--- config.mk ---
export PLATFORM = sky130hd
export DESIGN_NAME = wdog_postscale
export DESIGN_NICKNAME = d
export VERILOG_FILES = /design/src/rtl/wdog_pkg.sv /design/src/rtl/wdog_count.sv /design/src/rtl/wdog_ctrl.sv /design/src/rtl/wdog_postscale.sv
export SDC_FILE = /design/constraint.sdc
export NUM_CORES = 1
export LEC_CHECK = 0
export ABC_AREA = 1
export ABC_CLOCK_PERIOD_IN_PS = 3950
export BUFFER_PORTS_ARGS = -buffer_cell sky130_fd_sc_hd__buf_4
export CORE_MARGIN = 8
export CORE_UTILIZATION = 40
export DETAILED_ROUTE_END_ITERATION = 7
export RECOVER_POWER = 25
export REMOVE_ABC_BUFFERS = 1
export SLEW_MARGIN = 5
export SYNTH_ARGS = -nofsm -noshare
export SYNTH_HDL_FRONTEND = slang
export SYNTH_SLANG_ARGS = --single-unit
--- constraint.sdc ---
create_clock -name clk -period 3.95 [get_ports clk]
set_input_delay 0.395 -clock clk [delete_from_list [all_inputs] [get_ports clk]]
set_output_delay 0.395 -clock clk [all_outputs]
set_load 0.01 [all_outputs]
--- src/rtl/wdog_pkg.sv ---
package wdog_pkg;
  // Strobes from control to the counter datapath
  typedef struct packed {
    logic run;    // count this cycle
    logic clear;  // force both counters to zero
  } wdStrobe_t;
endpackage

--- src/rtl/wdog_count.sv ---
module wdog_count
  import wdog_pkg::*;
#(
  parameter int PRE_DIV = 128,
  parameter int SEL_W   = 4
) (
  input  logic             clk,
  input  logic             rstN,
  input  wdStrobe_t        strobe,
  input  logic [SEL_W-1:0] postSel,
  output logic             expire
);
  localparam int PRE_W  = (PRE_DIV > 2) ? $clog2(PRE_DIV) : 1;
  localparam int TAPS   = 1 << SEL_W;
  localparam int POST_W = TAPS - 1;

  logic [PRE_W-1:0]  preCnt;
  logic [POST_W-1:0] postCnt;
  logic [POST_W-1:0] tapMask [TAPS];
  logic              preTick;
  logic              postHit;

  // Terminal count of the postscaler for each tap
  for (genvar g = 0; g < TAPS; g++) begin : gTap
    assign tapMask[g] = POST_W'((64'd1 << g) - 64'd1);
  end

  assign preTick = (preCnt == PRE_W'(PRE_DIV - 1));
  // >= keeps a shrinking select from waiting for a full wrap
  assign postHit = (postCnt >= tapMask[postSel]);
  assign expire  = strobe.run & preTick & postHit;

  always_ff @(posedge clk or negedge rstN) begin
    if (!rstN) begin
      preCnt  <= '0;
      postCnt <= '0;
    end else if (strobe.clear || expire) begin
      preCnt  <= '0;
      postCnt <= '0;
    end else if (strobe.run) begin
      if (preTick) begin
        preCnt  <= '0;
        postCnt <= postCnt + 1'b1;
      end else begin
        preCnt  <= preCnt + 1'b1;
      end
    end
  end
endmodule

--- src/rtl/wdog_ctrl.sv ---
module wdog_ctrl
  import wdog_pkg::*;
(
  input  logic       clk,
  input  logic       rstN,
  input  logic       hwEnable,
  input  logic       regWrEn,
  input  logic [7:0] regWrData,
  input  logic       clearCmd,
  input  logic       sleepCmd,
  input  logic       clkFail,
  input  logic       asleep,
  input  logic       expire,
  output wdStrobe_t  strobe,
  output logic [7:0] regRdData,
  output logic       wdtClkEn,
  output logic       resetReq,
  output logic       wakeReq
);
  logic [7:0] ctrlReg;
  logic       enable;
  logic       restart;

  // Only bit 0 is implemented; the rest is stored as zero
  always_ff @(posedge clk or negedge rstN) begin
    if (!rstN)        ctrlReg <= 8'h00;
    else if (regWrEn) ctrlReg <= regWrData & 8'h01;
  end

  assign regRdData = ctrlReg;
  assign enable    = hwEnable | ctrlReg[0];
  assign wdtClkEn  = enable;
  assign restart   = clearCmd | sleepCmd | clkFail | ~enable;

  always_comb begin
    strobe.run   = enable & ~restart;
    strobe.clear = restart;
  end

  always_ff @(posedge clk or negedge rstN) begin
    if (!rstN) begin
      resetReq <= 1'b0;
      wakeReq  <= 1'b0;
    end else begin
      resetReq <= expire & ~asleep;
      wakeReq  <= expire & asleep;
    end
  end
endmodule

--- src/rtl/wdog_postscale.sv ---
module wdog_postscale
  import wdog_pkg::*;
#(
  parameter int PRE_DIV = 128,
  parameter int SEL_W   = 4
) (
  input  logic             clk,
  input  logic             rstN,
  input  logic             hwEnable,
  input  logic [SEL_W-1:0] postSel,
  input  logic             regWrEn,
  input  logic [7:0]       regWrData,
  output logic [7:0]       regRdData,
  input  logic             clearCmd,
  input  logic             sleepCmd,
  input  logic             asleep,
  input  logic             clkFail,
  output logic             wdtClkEn,
  output logic             resetReq,
  output logic             wakeReq
);
  wdStrobe_t strobe;
  logic      expire;

  wdog_ctrl u_ctrl (
    .clk(clk), .rstN(rstN), .hwEnable(hwEnable),
    .regWrEn(regWrEn), .regWrData(regWrData),
    .clearCmd(clearCmd), .sleepCmd(sleepCmd), .clkFail(clkFail),
    .asleep(asleep), .expire(expire), .strobe(strobe),
    .regRdData(regRdData), .wdtClkEn(wdtClkEn),
    .resetReq(resetReq), .wakeReq(wakeReq)
  );

  wdog_count #(.PRE_DIV(PRE_DIV), .SEL_W(SEL_W)) u_count (
    .clk(clk), .rstN(rstN), .strobe(strobe),
    .postSel(postSel), .expire(expire)
  );
endmodule

==> out/metrics.cfg, run 1 <==
[run_status]
status = finished, final reports clean

[drt]
drc_errors = 0
drt_wl_total_um = 3650
ant_nets = 0
wire_per_inst_um = 11.3
drt-initial-drc-count = 64
vias_per_cell = 4.63
num_vias = 1490
detailedRoute.firstPassIterationCount = 4

[worst_setup_path]
crit_required_ps = 4150
slowest_stage = ha_1
cp-startpoint = postSel[1]
r2r-start = u_count.postCnt[6]$_DFFE_PN0P_
critPathMaxFanout = 14
cpMostUsedCell = nand2_1
arrival_ps = 2160
startpoint_type = input pin
path_cells = buf_4 -> nor2_1 -> inv_1 -> a21oi_1 -> ha_1 -> nand2_1 -> nand2_1 -> a21oi_1 -> nand2_1 -> nand2_1 -> nand3_1 -> nand2_2 -> nand2_2 -> nor2_1
slowest_delay_ps = 280
critPathKind = input pin to register
ff2ff_path_depth = 10
endpoint_kind = register

[place]
gp_congestion = 0.810
post-place-ws_ps = 1660
io_buffers = 16
hpwlAfterDp_um = 2990

[clocking]
postCtsSetupBuffers = 0
cts_buffer_depth = 2
clk_pin_slew_ps = 90
cts_tree = done
numCtsBuffers = 3
cts.sinks = 25
clk_latency_ps = 270
h-tree-depth = 1
cts_hold_buf = 0
cts_resized = 0
clock_tree.root_cell = clkbuf_8

[finish]
register_area_um2 = 626
diodes = 0
fin_nets = 306
drive_gt1_share_pct = 17.2
syn2layout_area_growth_pct = 9.51
multiInputGateArea_mm2 = 0.00113
final_util_pct = 45.1
fillCellCount = 501

[power]
power_mw = 0.468
intPower_mw = 0.349
power_frac_comb_pct = 11.5
ir_drop_v = 0.000108
p_switching_mw = 0.120
seq_power_share_pct = 55.1
switching_share_pct = 25.5
powerDensity_mw_per_mm2 = 221
clockPowerShare_pct = 33.3
p_leak_nw = 1.09

[die]
die-area_mm2 = 0.00732
pin_count = 31
coreArea_mm2 = 0.00469
num_rows = 25
die_y_um = 85.5
initial_core_util_pct = 41.2
die_w_um = 85.5

[grt]
grt_pass1_wl_um = 6460
gr-total-overflow = 0
grt_max_degree = 26
grt_pass1_vias = 1425
antenna_found_initial = 0
grt_usage_pct = 10.8

[timing]
hold_viol_final = 0
rsz0062_at_grt = false
setup_viol = 0
fin_crit_sh_pct = 49.6
timing.final.ws_setup_ps = 1990
tightest_slew_ps = 1320
slew_headroom_pct = 12.3
setup-tns-final_ps = 0
max_freq_mhz = 510
period_minus_slack_ps = 1960
slew_viol_final = 0
skew_ps = 4.84

[logic_synthesis]
postSynthCellCount = 252
synthDistinctLibCells = 33
ys_seq_elements = 25
syn_area_per_cell_um2 = 7.68
synth_area_mm2 = 0.00193
synth_warnings = 0
ys_seq_area_share_pct = 32.3

[worst_hold_path]
min_delay_path_depth = 2
min_from = asleep
hold_path_class = input pin to register

[job]
max_cap_violations = 0

## final cells by class
| type | instances | area share (%) |
|---|---|---|
| repair buffers | 16 | 5.49 |
| clock buffers | 3 | 1.95 |
| flip-flops and latches | 25 | 29.5 |
| multi-input cells | 189 | 53.4 |
| inverters | 34 | 6.08 |
| clock inverters | 1 | 0.354 |
| well taps | 54 | 3.19 |
## registers in the layout (all words and copies together), names as in the netlist
| register | count |
|---|---|
| u_ctrl.resetReq | 1 |
| u_ctrl.regRdData | 1 |
| u_ctrl.wakeReq | 1 |
| u_count.postCnt | 15 |
| u_count.preCnt | 7 |
## layout by cell type, fill, tap and decap left out, drive strengths merged
master	count
clkbuf	4
inv	33
xor2	7
xnor2	2
clkinv	1
a31oi	1
nand4	4
mux2	1
o21a	1
nor3	5
nor2	42
o21bai	1
nor3b	2
o21ai	4
a21oi	9
dfrtp	25
buf	15
nand3	18
conb	7
nand2	66
ha	17
and3	1
or2	1
clkinvlp	1
## power by group through the flow
stage | clock (mW) | combinational [mW] | sequential (mW)
global route | 0.173 | 0.0629 | 0.259
CTS | 0.161 | 0.0554 | 0.258
detailed placement | 0 | 0.0548 | 0.263
floorplan | 0 | 0.0283 | 0.264
global placement | 0 | 0.0552 | 0.263
finish | 0.156 | 0.0540 | 0.258
## synthesized netlist by cell type
library cell	instances	area, um2
nor2_8	1	20.0
nand2_2	5	31.3
nand2_1	60	225
nor3b_1	2	15.0
nand3_1	13	65.1
clkinv_2	1	5.00
buf_6	1	11.3
o21bai_1	1	7.51
inv_1	29	109
nor3_4	1	16.3
nor3_1	4	20.0
dfrtp_1	25	626
or2_1	1	6.26
and3_1	1	6.26
a21oi_1	9	45.0
nor2_1	33	124
a31oi_1	1	6.26
o21ai_0	4	20.0
nor2_2	4	25.0
xnor2_1	2	17.5
nand4_1	4	25.0
clkbuf_1	2	7.51
o21a_1	1	7.51
nor2_4	4	45.0
mux2_2	1	11.3
nand2_4	1	11.3
conb_1	1	3.75
inv_2	4	15.0
buf_4	7	52.6
ha_1	17	213
nand3_2	1	10.0
xor2_1	7	61.3
nand3_4	4	70.1
## routing by layer
| layer | share of wire (%) | GRT usage, % |
|---|---|---|
| met1 | 52 | 14.9 |
| met5 | 0 | 0 |
| met2 | 44 | 16.6 |
| met4 | 1.1 | 3.82 |
| met3 | 3.0 | 1.43 |
## worst max-delay path, delay by kind of cell
kind / cells / cell delay, ps
fa+ha+maj: 1 / 280
compound gates: 2 / 330
simple gates: 9 / 920
buf+inv: 2 / 220
## metrics by stage
step	area [um2]	cells	hold slack, ps
final	2120	322	268
after global routing	2120	322	254
after CTS	2120	322	20.7
after detailed placement	2070	318	318
after global placement	2070	318	320
after floorplan	1890	248	99.4
## cell families after synthesis
kind of cell | synth area share [%]
multiplexers | 0.582
XOR/XNOR | 4.08
AND/OR/NAND/NOR | 37.0
AO/OA/AOI/OAI | 4.46
buffers and inverters | 10.3
adder cells (fa/ha/maj) | 11.0
flip-flops | 32.3
other | 0.194
## path summary, 6_finish.rpt
kind	slack, ps	end
worst max-delay path	1990	u_count.postCnt[11]$_DFFE_PN0P_
max in group asynchronous	2780	u_count.postCnt[4]$_DFFE_PN0P_
worst max register to register	2090	u_count.postCnt[11]$_DFFE_PN0P_
min in group asynchronous	400	u_count.postCnt[12]$_DFFE_PN0P_
worst min register to register	460	u_count.preCnt[0]$_DFFE_PN0P_
worst min-delay path	270	u_ctrl.resetReq$_DFF_PN0_
Power figures use the tool's default switching activity.
==> inputs of run 2 (changes only) <==
Settings changed: ABC_AREA 1 to 0, ABC_CLOCK_PERIOD_IN_PS 3950 to 2000.
Clock period 3.95 ns to 2 ns, I/O delays scaled along.
==> run 2 against run 1 <==
Effect of this change:
- the flow now finishes with violations (setup timing)
- first-iteration DRC count fell by 28%
- largest power group unchanged
- non-clock buffer count rose by 32
- sequential power is 98% higher
- via count is 2.3% lower
- largest cell class unchanged
- clock-buffer cell count unchanged
- utilization rose by 6.5 points
- area after synthesis shrank 9.2%
- routed wire length grew 2.7%
==> out/metrics.cfg, run 2 <==
[worst_setup_path]
cpMostUsedCell = buf_6
startpoint_type = input pin
slowest_stage = or3_1
rrSetupSlack_ps = 70  ; -2020 ps
r2r-start = u_count.postCnt[6]$_DFFE_PN0P_
path_cells = buf_6 -> or2_4 -> or3_1 -> ha_1 -> nand2b_4 -> a211oi_2 -> o221ai_2 -> a21oi_4 -> buf_6 -> nand4_1 -> a21oi_1
critPathKind = input pin to register
ff2ff_path_depth = 8  ; -2
reg2reg_to = u_count.postCnt[9]$_DFFE_PN0P_
crit_required_ps = 2200  ; -1950 ps
critPathMaxFanout = 7  ; -7
arrival_ps = 2230  ; +70 ps
slowest_delay_ps = 300  ; +20 ps
endpoint_kind = register

[finish]
syn2layout_area_growth_pct = 26.2
multiInputGateArea_mm2 = 0.00108  ; -4.6%
final_common_cell = buf_4
most-common-layout-cells = buf_4 (40), dfrtp_1 (25), nand2_1 (20), ha_1 (17), nor2_1 (14)
fillCellCount = 410  ; -18%
register_area_um2 = 626  ; unchanged
fin_nets = 271  ; -11%
drive_gt1_share_pct = 31.3  ; +14 points
final_util_pct = 51.6  ; +6.5 points
diodes = 0  ; unchanged
largest_reg_flops = 15  ; unchanged
top_regs = u_count.postCnt x15, u_count.preCnt x7
top_register = u_count.postCnt
design_area_mm2 = 0.00222  ; +4.7%

[logic_synthesis]
ys_seq_area_share_pct = 35.6  ; +3.3 points
synth_xor_area_share_pct = 7.48  ; +3.4 points
yosysMostFrequentCell = dfrtp_1
synth_fa_ha_area_share_pct = 12.1  ; +1.1 points
synth_area_leader_cell = dfrtp_1
synth-compound-area-share_pct = 9.90  ; +5.4 points
synth-simple-area-share_pct = 28.4  ; -8.6 points
async_flop_share_pct = 100  ; unchanged
synth_edf_count = 0  ; unchanged
syn_area_per_cell_um2 = 9.29  ; +21%
synth_warnings = 0  ; unchanged
postSynthCellCount = 189  ; -25%
synth.top_cell.area_share_pct = 35.6  ; +3.3 points
netlist_top_cells_count = dfrtp_1 (25), nand2_1 (20), ha_1 (17)
ys_seq_elements = 25  ; unchanged
synthDistinctLibCells = 40  ; +21%
synth_area_leaders = dfrtp_1 (36%), ha_1 (12%), nor3_2 (5.7%), nand2_1 (4.3%), xor2_1 (4.0%)
synth_top_family_by_area = simple AND/OR/NAND/NOR gates
synthMuxAreaShare_pct = 0.641  ; +0.059 points
synth-main-ff-cell = dfrtp_1
synth_area_mm2 = 0.00176  ; -9.2%

[timing]
max_freq_mhz = 492
timing.final.ws_setup_ps = -33.0  ; -2020 ps
setup_viol = 12  ; +12
skew_ps = 5.23  ; +0.396 ps
setup-tns-final_ps = -200  ; -200 ps
hold_viol_final = 0  ; unchanged
slew_viol_final = 0  ; unchanged
period_minus_slack_ps = 2030
rsz0062_at_grt = true
fin_crit_sh_pct = 102
slew_headroom_pct = 9.55  ; -2.8 points
fin_hold_ws_ps = 84.0  ; -184 ps
tightest_slew_ps = 1360  ; +41.3 ps

[clocking]
clk_latency_ps = 270  ; about the same
h-tree-depth = 1  ; unchanged
clk_pin_slew_ps = 90  ; about the same
cts.sinks = 25  ; unchanged
clock_tree.root_cell = clkbuf_8
cts_buffer_depth = 2  ; unchanged
cts_tree = done
numCtsBuffers = 3  ; unchanged

[job]
max_cap_violations = 0  ; unchanged

[run_status]
status = finished with violations
violations = setup timing

[power]
intPower_mw = 0.702  ; +100%
p_switching_mw = 0.230  ; +92%
ir_drop_v = 0.000260  ; +140%
clockPowerShare_pct = 32.7  ; -0.6 points
p_leak_nw = 0.983  ; -9.4%
powerDensity_mw_per_mm2 = 420  ; +90%
seq_power_share_pct = 54.8  ; -0.3 points
power_mw = 0.931  ; +99%
power_frac_comb_pct = 12.5  ; +1.0 points
switching_share_pct = 24.7  ; -0.87 points

[drt]
drt-initial-drc-count = 46  ; -28%
num_vias = 1456  ; -2.3%
wire_per_inst_um = 13.2  ; +16%
drt_wl_total_um = 3750  ; +2.7%
detailedRoute.firstPassIterationCount = 4  ; unchanged
ant_nets = 0  ; unchanged
drc_errors = 0  ; unchanged
vias_per_cell = 5.11  ; +10%

[place]
placed_cell_area_mm2 = 0.00212  ; +2.4%
io_buffers = 16  ; unchanged
hpwlAfterDp_um = 2890  ; -3.5%
gp_congestion = 0.831  ; +2.5%

[grt]
antenna_found_initial = 0  ; unchanged
grt_usage_pct = 12.3  ; +1.5 points
grt_max_degree = 26  ; unchanged
gr-total-overflow = 0  ; unchanged
grt_pass1_wl_um = 6580  ; +1.9%
grt_pass1_vias = 1435  ; +0.70%

[worst_hold_path]
min_from = asleep
hold_path_class = input pin to register
hold_end = u_ctrl.resetReq$_DFF_PN0_
min_delay_path_depth = 2  ; unchanged

[die]
die_y_um = 82.3  ; -3.8%
die-area_mm2 = 0.00677  ; -7.5%
initial_core_util_pct = 40.9  ; -0.32 points
coreArea_mm2 = 0.00429  ; -8.5%
num_rows = 24  ; -4.0%
pin_count = 31  ; unchanged
die_w_um = 82.3  ; -3.8%

==> run 2: changes by cell type after synthesis, moves of 5 or more <==
| cell | delta |
|---|---|
| inv_1 | -26 |
| and3_1 | +6 |
| xnor2_1 | +5 |
| nand4_1 | +5 |
| nor2_1 | -19 |
| nor3_2 | +10 |
| nand2_1 | -40 |
==> run 2: layout make-up <==
type                       instances  share of cell area (%)
tap                               52                    2.93
inverter                           3                   0.508
timing repair buffer              48                    17.6
clock buffer                       3                    1.86
clock inverter                     1                   0.226
sequential                        25                    28.2
multi-input combinational        153                    48.6
==> run 2: how the worst max path moves through the flow <==
stage | start | endpoint | slack [ps] | depth (start not counted)
after floorplan | postSel[1] | u_ctrl.resetReq$_DFF_PN0_ | -430 | 9
after global placement | postSel[1] | u_count.postCnt[7]$_DFFE_PN0P_ | -400 | 11
after detailed placement | postSel[1] | u_count.postCnt[11]$_DFFE_PN0P_ | -460 | 11
after CTS | postSel[0] | u_count.postCnt[10]$_DFFE_PN0P_ | -70 | 11
after global routing | postSel[0] | u_count.postCnt[2]$_DFFE_PN0P_ | -130 | 11
final | postSel[0] | u_count.postCnt[0]$_DFFE_PN0P_ | -30 | 11
==> run 2: timing repair <==
action | in CTS | in global routing
hold buffers | 1 | 0
gates resized for setup | 8 | 2
pin swaps | 23 | 13
setup endpoints to repair | 18 | 18
endpoints found under the hold margin | 25 | 0
buffers inserted | 0 | 0
==> run 2: power by group through the flow <==
stage	Combinational (mW)	Clock (mW)	Sequential (mW)
after floorplan	0.0449	0	0.521
after global placement	0.114	0	0.520
after detailed placement	0.115	0	0.520
after CTS	0.119	0.313	0.510
after global routing	0.132	0.334	0.511
final	0.116	0.305	0.510
==> run 2: kinds of logic (layout without fill, tap and decap cells) <==
| group | count (synthesis) | in the layout |
|---|---|---|
| other cells | 1 | 7 |
| flops | 25 | 25 |
| fa+ha+maj | 17 | 17 |
| mux | 1 | 1 |
| compound gates | 26 | 26 |
| xor+xnor | 15 | 15 |
| buf+inv | 17 | 55 |
| simple gates | 87 | 87 |
==> run 2: worst max-delay path, delay by kind of cell <==
family / cells / cell delay (ps)
AND/OR/NAND/NOR: 4 / 750
AO/OA/AOI/OAI: 4 / 750
adder cells (fa/ha/maj): 1 / 270
buffers and inverters: 2 / 240
==> run 2: through the flow <==
step,setup slack (ps),instances
6_report,-33.0,285
2_1_floorplan,-425,181
3_5_place_dp,-459,280
3_3_place_gp,-401,280
5_1_grt,-129,285
4_1_cts,-74.8,285
==> run 2: per-layer routing <==
| layer | vias up | track usage (%) | wire length, um |
|---|---|---|---|
| met5 | - | 0 | 0 |
| met4 | 0 | 5.26 | 53 |
| met3 | 4 | 1.52 | 129 |
| met2 | 29 | 19.3 | 1690 |
| met1 | 669 | 16.5 | 1880 |
| li1 | 754 | - | - |
